<file path="src/rtl/aud_tx_pkg.sv">
package aud_tx_pkg;
  localparam int unsigned WORD_W = 32;
  localparam int unsigned TDM_SLOT_W = 32;

  typedef struct packed {
    logic [1:0] fmt;
    logic [2:0] len;
    logic       narrow;
    logic [2:0] slots_m1;
    logic [1:0] fs_width;
    logic       mono;
    logic       repeat_fill;
  } tx_cfg_t;

  function automatic logic [5:0] sample_bits(input logic [2:0] code);
    case (code)
      3'd0:       sample_bits = 6'd32;
      3'd1:       sample_bits = 6'd24;
      3'd2:       sample_bits = 6'd20;
      3'd3:       sample_bits = 6'd18;
      3'd4, 3'd5: sample_bits = 6'd16;
      default:    sample_bits = 6'd8;
    endcase
  endfunction

  function automatic logic [5:0] slot_bits(input tx_cfg_t c);
    if (c.fmt[1]) slot_bits = 6'(TDM_SLOT_W);
    else begin
      case (c.len)
        3'd0:             slot_bits = 6'd32;
        3'd1, 3'd2, 3'd3: slot_bits = c.narrow ? 6'd24 : 6'd32;
        3'd4, 3'd5:       slot_bits = 6'd16;
        default:          slot_bits = 6'd8;
      endcase
    end
  endfunction

  function automatic logic [3:0] slot_count(input tx_cfg_t c);
    slot_count = c.fmt[1] ? ({1'b0, c.slots_m1} + 4'd1) : 4'd2;
  endfunction

  // Move the low sample bits to the top of the word; lower bits become zero.
  function automatic logic [WORD_W-1:0] msb_align(input logic [WORD_W-1:0] d,
                                                  input logic [2:0] code);
    msb_align = d << (6'(WORD_W) - sample_bits(code));
  endfunction
endpackage

</file>
<file path="src/rtl/aud_tx_frame.sv">
module aud_tx_frame #(
  parameter int unsigned SLOT_IDX_W = 3,
  parameter int unsigned BIT_IDX_W  = 6
) (
  input  logic                  clk,
  input  logic                  rst,
  input  logic                  tick,
  input  logic [BIT_IDX_W-1:0]  slot_len,
  input  logic [SLOT_IDX_W:0]   n_slots,
  input  logic                  tdm,
  input  logic [1:0]            fs_width,
  output logic [SLOT_IDX_W-1:0] slot_q,
  output logic [BIT_IDX_W-1:0]  bit_q,
  output logic                  frame_start,
  output logic                  fs_next
);
  localparam int unsigned POS_W = SLOT_IDX_W + 6;

  logic [POS_W-1:0] pos;
  logic [POS_W-1:0] half;
  logic             last_bit;
  logic             last_slot;

  assign frame_start = (slot_q == '0) && (bit_q == '0);
  assign last_bit    = (bit_q == slot_len - 1'b1);
  assign last_slot   = ({1'b0, slot_q} == n_slots - 1'b1);
  assign pos         = POS_W'({slot_q, 5'b0}) + POS_W'(bit_q);
  assign half        = POS_W'({n_slots, 4'b0});

  always_comb begin
    if (!tdm) fs_next = slot_q[0];
    else begin
      case (fs_width)
        2'd0:    fs_next = (slot_q == '0);
        2'd1:    fs_next = (pos < half);
        default: fs_next = frame_start;
      endcase
    end
  end

  always_ff @(posedge clk) begin
    if (rst) begin
      slot_q <= '0;
      bit_q  <= '0;
    end else if (tick) begin
      if (last_bit) begin
        bit_q  <= '0;
        slot_q <= last_slot ? '0 : slot_q + 1'b1;
      end else begin
        bit_q <= bit_q + 1'b1;
      end
    end
  end
endmodule

</file>
<file path="src/rtl/aud_tx_hold.sv">
module aud_tx_hold #(
  parameter int unsigned NCH = 8,
  parameter int unsigned DW  = 32
) (
  input  logic                    clk,
  input  logic                    rst,
  input  logic [NCH-1:0]          wr_valid,
  input  logic [NCH-1:0][DW-1:0]  wr_data,
  input  logic [NCH-1:0]          take,
  output logic [NCH-1:0]          full,
  output logic [NCH-1:0][DW-1:0]  data,
  output logic [NCH-1:0][DW-1:0]  last
);
  for (genvar c = 0; c < NCH; c++) begin : g_ch
    always_ff @(posedge clk) begin
      if (rst) begin
        full[c] <= 1'b0;
        data[c] <= '0;
        last[c] <= '0;
      end else if (take[c]) begin
        full[c] <= 1'b0;
        last[c] <= data[c];
      end else if (wr_valid[c] && !full[c]) begin
        full[c] <= 1'b1;
        data[c] <= wr_data[c];
      end
    end
  end
endmodule

</file>
<file path="src/rtl/aud_tx_top.sv">
module aud_tx_top
  import aud_tx_pkg::*;
#(
  parameter int unsigned NCH = 8,
  parameter int unsigned DW  = WORD_W
) (
  input  logic              clk,
  input  logic              rst,
  input  logic              bit_tick,
  input  logic [1:0]        cfg_fmt,
  input  logic [2:0]        cfg_len,
  input  logic              cfg_narrow,
  input  logic [2:0]        cfg_slots_m1,
  input  logic [1:0]        cfg_fs_width,
  input  logic              cfg_mono,
  input  logic              cfg_repeat,
  input  logic [NCH-1:0]    s_valid,
  input  logic [NCH*DW-1:0] s_data,
  output logic [NCH-1:0]    s_ready,
  output logic              sd_out,
  output logic              fs_out,
  output logic              bit_stb,
  output logic [NCH-1:0]    ch_loaded,
  output logic [NCH-1:0]    ch_underrun
);
  localparam int unsigned SIW = $clog2(NCH);

  tx_cfg_t cfg_in, cfg_q, eff;
  logic [SIW-1:0] slot_q;
  logic [5:0]     bit_q;
  logic           frame_start, fs_next, slot_start, mono_copy, have;
  logic [NCH-1:0] full, take, miss;
  logic [NCH-1:0][DW-1:0] hdata, hlast;
  logic [DW-1:0]  fresh, word_now, shift_q, prev_word;
  logic           lj_q;

  assign cfg_in = '{fmt: cfg_fmt, len: cfg_len, narrow: cfg_narrow,
                    slots_m1: cfg_slots_m1, fs_width: cfg_fs_width,
                    mono: cfg_mono, repeat_fill: cfg_repeat};
  assign eff = frame_start ? cfg_in : cfg_q;

  always_ff @(posedge clk) begin
    if (rst) cfg_q <= '0;
    else if (bit_tick && frame_start) cfg_q <= cfg_in;
  end

  aud_tx_frame #(.SLOT_IDX_W(SIW), .BIT_IDX_W(6)) u_frame (
    .clk(clk), .rst(rst), .tick(bit_tick),
    .slot_len(slot_bits(eff)), .n_slots(slot_count(eff)),
    .tdm(eff.fmt[1]), .fs_width(eff.fs_width),
    .slot_q(slot_q), .bit_q(bit_q), .frame_start(frame_start), .fs_next(fs_next)
  );

  aud_tx_hold #(.NCH(NCH), .DW(DW)) u_hold (
    .clk(clk), .rst(rst), .wr_valid(s_valid), .wr_data(s_data), .take(take),
    .full(full), .data(hdata), .last(hlast)
  );

  assign s_ready    = ~full;
  assign slot_start = (bit_q == '0);
  assign mono_copy  = eff.mono && slot_q[0];
  assign have       = full[slot_q];

  always_comb begin
    if (mono_copy)             fresh = prev_word;
    else if (have)             fresh = msb_align(hdata[slot_q], eff.len);
    else if (eff.repeat_fill)  fresh = msb_align(hlast[slot_q], eff.len);
    else                       fresh = '0;
  end

  assign word_now = slot_start ? fresh : shift_q;

  always_comb begin
    take = '0;
    miss = '0;
    if (bit_tick && slot_start && !mono_copy) begin
      if (have) take[slot_q] = 1'b1;
      else      miss[slot_q] = 1'b1;
    end
  end

  always_ff @(posedge clk) begin
    if (rst) begin
      shift_q     <= '0;
      prev_word   <= '0;
      lj_q        <= 1'b0;
      sd_out      <= 1'b0;
      fs_out      <= 1'b0;
      bit_stb     <= 1'b0;
      ch_loaded   <= '0;
      ch_underrun <= '0;
    end else begin
      bit_stb     <= bit_tick;
      ch_loaded   <= take;
      ch_underrun <= miss;
      if (bit_tick) begin
        shift_q <= word_now << 1;
        if (slot_start) prev_word <= fresh;
        lj_q    <= word_now[DW-1];
        sd_out  <= eff.fmt[0] ? word_now[DW-1] : lj_q;
        fs_out  <= fs_next;
      end
    end
  end
endmodule

</file>
<file path="config.mk">
export PLATFORM = sky130hd
export DESIGN_NAME = aud_tx_top
export DESIGN_NICKNAME = d
export VERILOG_FILES = /design/src/rtl/aud_tx_pkg.sv /design/src/rtl/aud_tx_frame.sv /design/src/rtl/aud_tx_hold.sv /design/src/rtl/aud_tx_top.sv
export SDC_FILE = /design/constraint.sdc
export NUM_CORES = 1
export LEC_CHECK = 0
export BUFFER_PORTS_ARGS = -buffer_cell sky130_fd_sc_hd__buf_4
export CORE_MARGIN = 1
export CORE_UTILIZATION = 50
export CTS_BUF_LIST = sky130_fd_sc_hd__clkbuf_4 sky130_fd_sc_hd__clkbuf_8
export DETAILED_ROUTE_END_ITERATION = 8
export HOLD_SLACK_MARGIN = 0.06
export PLACE_DENSITY = 0.65
export SKIP_CTS_REPAIR_TIMING = 1
export SLEW_MARGIN = 10
export SYNTH_ARGS = -nofsm -noshare
export SYNTH_HDL_FRONTEND = slang
export SYNTH_HIERARCHICAL = 1
export SYNTH_SLANG_ARGS = --single-unit
export TNS_END_PERCENT = 30
</file>
<file path="constraint.sdc">
create_clock -name clk -period 5 [get_ports clk]
set_input_delay 0.25 -clock clk [delete_from_list [all_inputs] [get_ports clk]]
set_output_delay 0.25 -clock clk [all_outputs]
set_load 0.03 [all_outputs]
</file>
==> run metrics <==
status=completed; setup ws final=0.423 ns; die area=66700 sq um; clk_lat worst skew=0.75 ns; post-DP HPWL=78800 um; Rows=93; clk sinks=625; area grow syn2layout=23.6%; Setup Viol. Count Final=0; maximum VDD drop=0.216 mV; routability cong.=0.938; Hold Path Depth=2; max_slew headroom=0.0391; slowest stage delay, CP=0.60 ns; CP endpoint kind=flip-flop; Fin. Hold Viols=0; number of remaining DRC errors=0; Slew @ Worst Pin=1.44 ns; I/O pins=307; vias after detailed routing=27800; first-pass GRT wire length=165000 um; Hold Path End=fs_out$_SDFFE_PP0P_; Fillers=5298; startpoint types=flip-flop; pre-CTS worst setup slack=0.307 ns; Max Cap Violations=0; post-synthesis simple-gate area fraction=0.196; total CTS buffers=108; ys flop type=dfxtp_1; Mapped Area=32800 sq um; most common cell after layout, fill and taps aside=dfxtp_1; Clock transition at path regs=0.06 ns; Compound-Gate Fraction of Synth Area=0.0905; Setup Skew=0.0554 ns; gr usage total=0.325; Seq cells post-synth=625; pin count of the biggest net entering global routing=298; most frequent CP cell=inv_1; Post-synth EDFFs=0; Routed Antenna Nets=0; area of the multi-input gates=18500 sq um; main combinational cell family by area after synthesis=multiplexers; CP Cell Sequence=inv_1 > ha_1 > nor2b_1 > and3_1 > mux2_2 > nand3_1 > ha_2 > inv_1 > nor4_2 > or4_1 > buf_4 > mux4_2 > nand2_1 > o21ai_1 > a2111o_1 > a21oi_1; core area=64700 sq um; Post-Synth XOR/XNOR Area=0.00560; Worst R2R End=prev_word[30]$_SDFFE_PP0P_; mux share of post-synthesis cell area=0.261; RSZ-0062 raised after global routing=false; Adder-Cell Fraction of Synth Area=0.00495; sw power=3.72 mW; # nets final=4206; switching fraction of total power=0.290; Final Max Tran Viols=0; Sequential Area=12500 sq um; Int Power=9.14 mW; Worst R2R Path Depth=16; Syn. warnings=6; TritonCTS clock tree=built; FFs w/ async S/R, synth=0; starting density of the core=0.508; sequential area share after synthesis=0.381; Pre-antenna DRT Iters=6; die height=258 um; Leak=15.4 nW; initial antenna violation count=4; Worst EP arrival=5.20 ns; Gate power share=0.178; register share of total power=0.420; fin crit share=0.915; Remaining Overflow, GRT=0; Iteration-0 DRC Markers=2684; Post-Syn Instances=3410; chip width=258 um; clock share of power=0.402; highest-delay cell along the critical path=mux4_2; CTS H-tree depth=3; CP Max Fanout=30; IO Port Bufs=306; number of global-route vias before repair=26700; Total Wirelength=116000 um; most frequent cells in the layout=dfxtp_1, mux2i_1, nand2b_1; min cycle time layout=4.58 ns; Vias/cell=5.72; Worst EP required=5.62 ns; type of the worst setup path=flip-flop to flip-flop; Root Buffer=clkbuf_8; Cell Pwr Density=317 nW/um^2; HP Start=rst; Netlist cell types=89; Peak Freq=218 MHz; share of cells above drive strength 1=0.197; drt wl/cell=23.8 um; Hold Crit Class=input pin to flip-flop; Reg-to-Reg Start=u_frame/slot_q[0]$_SDFFE_PP0P_; r2r setup slk=0.42 ns; setup_tns=0 ns; CTS Buffer Depth=3; syn avg cell area=9.63 sq um
[per-layer routing]
metal | share of wire | wire length [um] | global-route usage | vias up
met5 | 0.00018 | 21 | 0 | -
met4 | 0.042 | 4910 | 0.144 | 2
met3 | 0.060 | 7010 | 0.0502 | 231
met2 | 0.48 | 56300 | 0.542 | 1062
met1 | 0.41 | 47800 | 0.416 | 13600
li1 | - | - | - | 12900
[power by group through the flow]
stage	logic, mW	registers [mW]	clock network (mW)
after floorplan	1.40	5.41	0
after global placement	2.04	5.49	0
after detailed placement	2.06	5.50	0
after CTS	2.07	5.40	5.24
after global routing	2.43	5.41	5.50
final	2.29	5.40	5.18
[metrics by stage]
stage	hold WS (ns)	instance area, sq um	util	instances	power, mW
after floorplan	0.319	32900	-	3420	6.81
after global placement	0.432	35400	0.547	4381	7.54
after detailed placement	0.439	35400	0.547	4381	7.56
after CTS	-0.268	37800	0.584	4585	12.7
after global routing	0.0744	40600	0.628	4865	13.3
final	0.0449	40600	0.628	4865	12.9
[cell families after synthesis]
group	after synthesis
compound gates	426
xor+xnor	21
flops	625
mux	757
buf+inv	328
simple gates	1239
other cells	1
fa+ha+maj	13
[how the worst max path moves through the flow]
stage	from	slack [ns]	cells after the start	end
after floorplan	u_frame/slot_q[0]$_SDFFE_PP0P_	0.39	22	sd_out$_SDFFE_PP0P_
after global placement	u_frame/slot_q[0]$_SDFFE_PP0P_	0.49	16	prev_word[30]$_SDFFE_PP0P_
after detailed placement	u_frame/slot_q[0]$_SDFFE_PP0P_	0.31	16	prev_word[30]$_SDFFE_PP0P_
after CTS	u_frame/slot_q[0]$_SDFFE_PP0P_	0.26	16	prev_word[30]$_SDFFE_PP0P_
after global routing	u_frame/slot_q[0]$_SDFFE_PP0P_	0.16	16	shift_q[13]$_SDFFE_PP0P_
final	u_frame/slot_q[0]$_SDFFE_PP0P_	0.42	16	prev_word[30]$_SDFFE_PP0P_
[state kept, by name, summed over array words and instances (netlist names)]
signal          flops
prev_word          32
u_hold/full         8
u_frame/bit_q       6
ch_loaded           8
lj_q                1
fs_out              1
sd_out              1
bit_stb             1
u_frame/slot_q      3
u_hold/last       256
shift_q            31
u_hold/data       256
cfg_q              13
ch_underrun         8
[layout make-up]
type / instances / share of cell area
sequential: 625 / 0.308
tap: 855 / 0.0264
antenna: 3 / 0.000185
clock buffer: 167 / 0.0523
inverter: 38 / 0.00351
clock inverter: 37 / 0.00804
multi-input combinational: 2467 / 0.455
timing repair buffer: 673 / 0.146
[synthesized netlist by cell type, types with 8 or more instances]
cell type	count	area, sq um
dfxtp_1	625	12500
mux2i_1	617	6180
nand2b_1	523	3270
nor2_1	434	1630
nand2_1	116	435
clkbuf_1	108	405
buf_2	100	500
a21oi_1	82	410
mux4_2	71	1600
mux2_2	67	754
o21ai_0	64	320
o22ai_1	36	225
inv_1	35	131
nand3_1	33	165
nor3_1	30	150
a22oi_1	28	210
buf_6	28	315
o221ai_1	25	219
a221oi_1	24	210
buf_12	24	480
nor2b_1	19	119
a211oi_1	16	120
a31oi_1	15	93.8
buf_4	15	113
o211ai_1	15	113
xnor2_1	15	131
ha_1	13	163
buf_1	12	45.0
a2111oi_0	10	87.6
nor4_1	10	62.6
o31ai_1	10	75.1
a211o_1	8	70.1
a21o_1	8	60.1
and2_1	8	50.1
nand3b_1	8	60.1
nor3b_2	8	100
[worst max-delay path: cells and delay by family, from the launching register on]
kind / cells / cell delay (ns)
DFF: 1 / 0.35
and+or+nand+nor: 6 / 1.59
adders and majority gates: 2 / 0.36
muxes: 2 / 1.01
AOI/OAI and AO/OA: 3 / 0.60
buffers and inverters: 3 / 0.58
No activity file was read; power rests on OpenSTA's default activity.
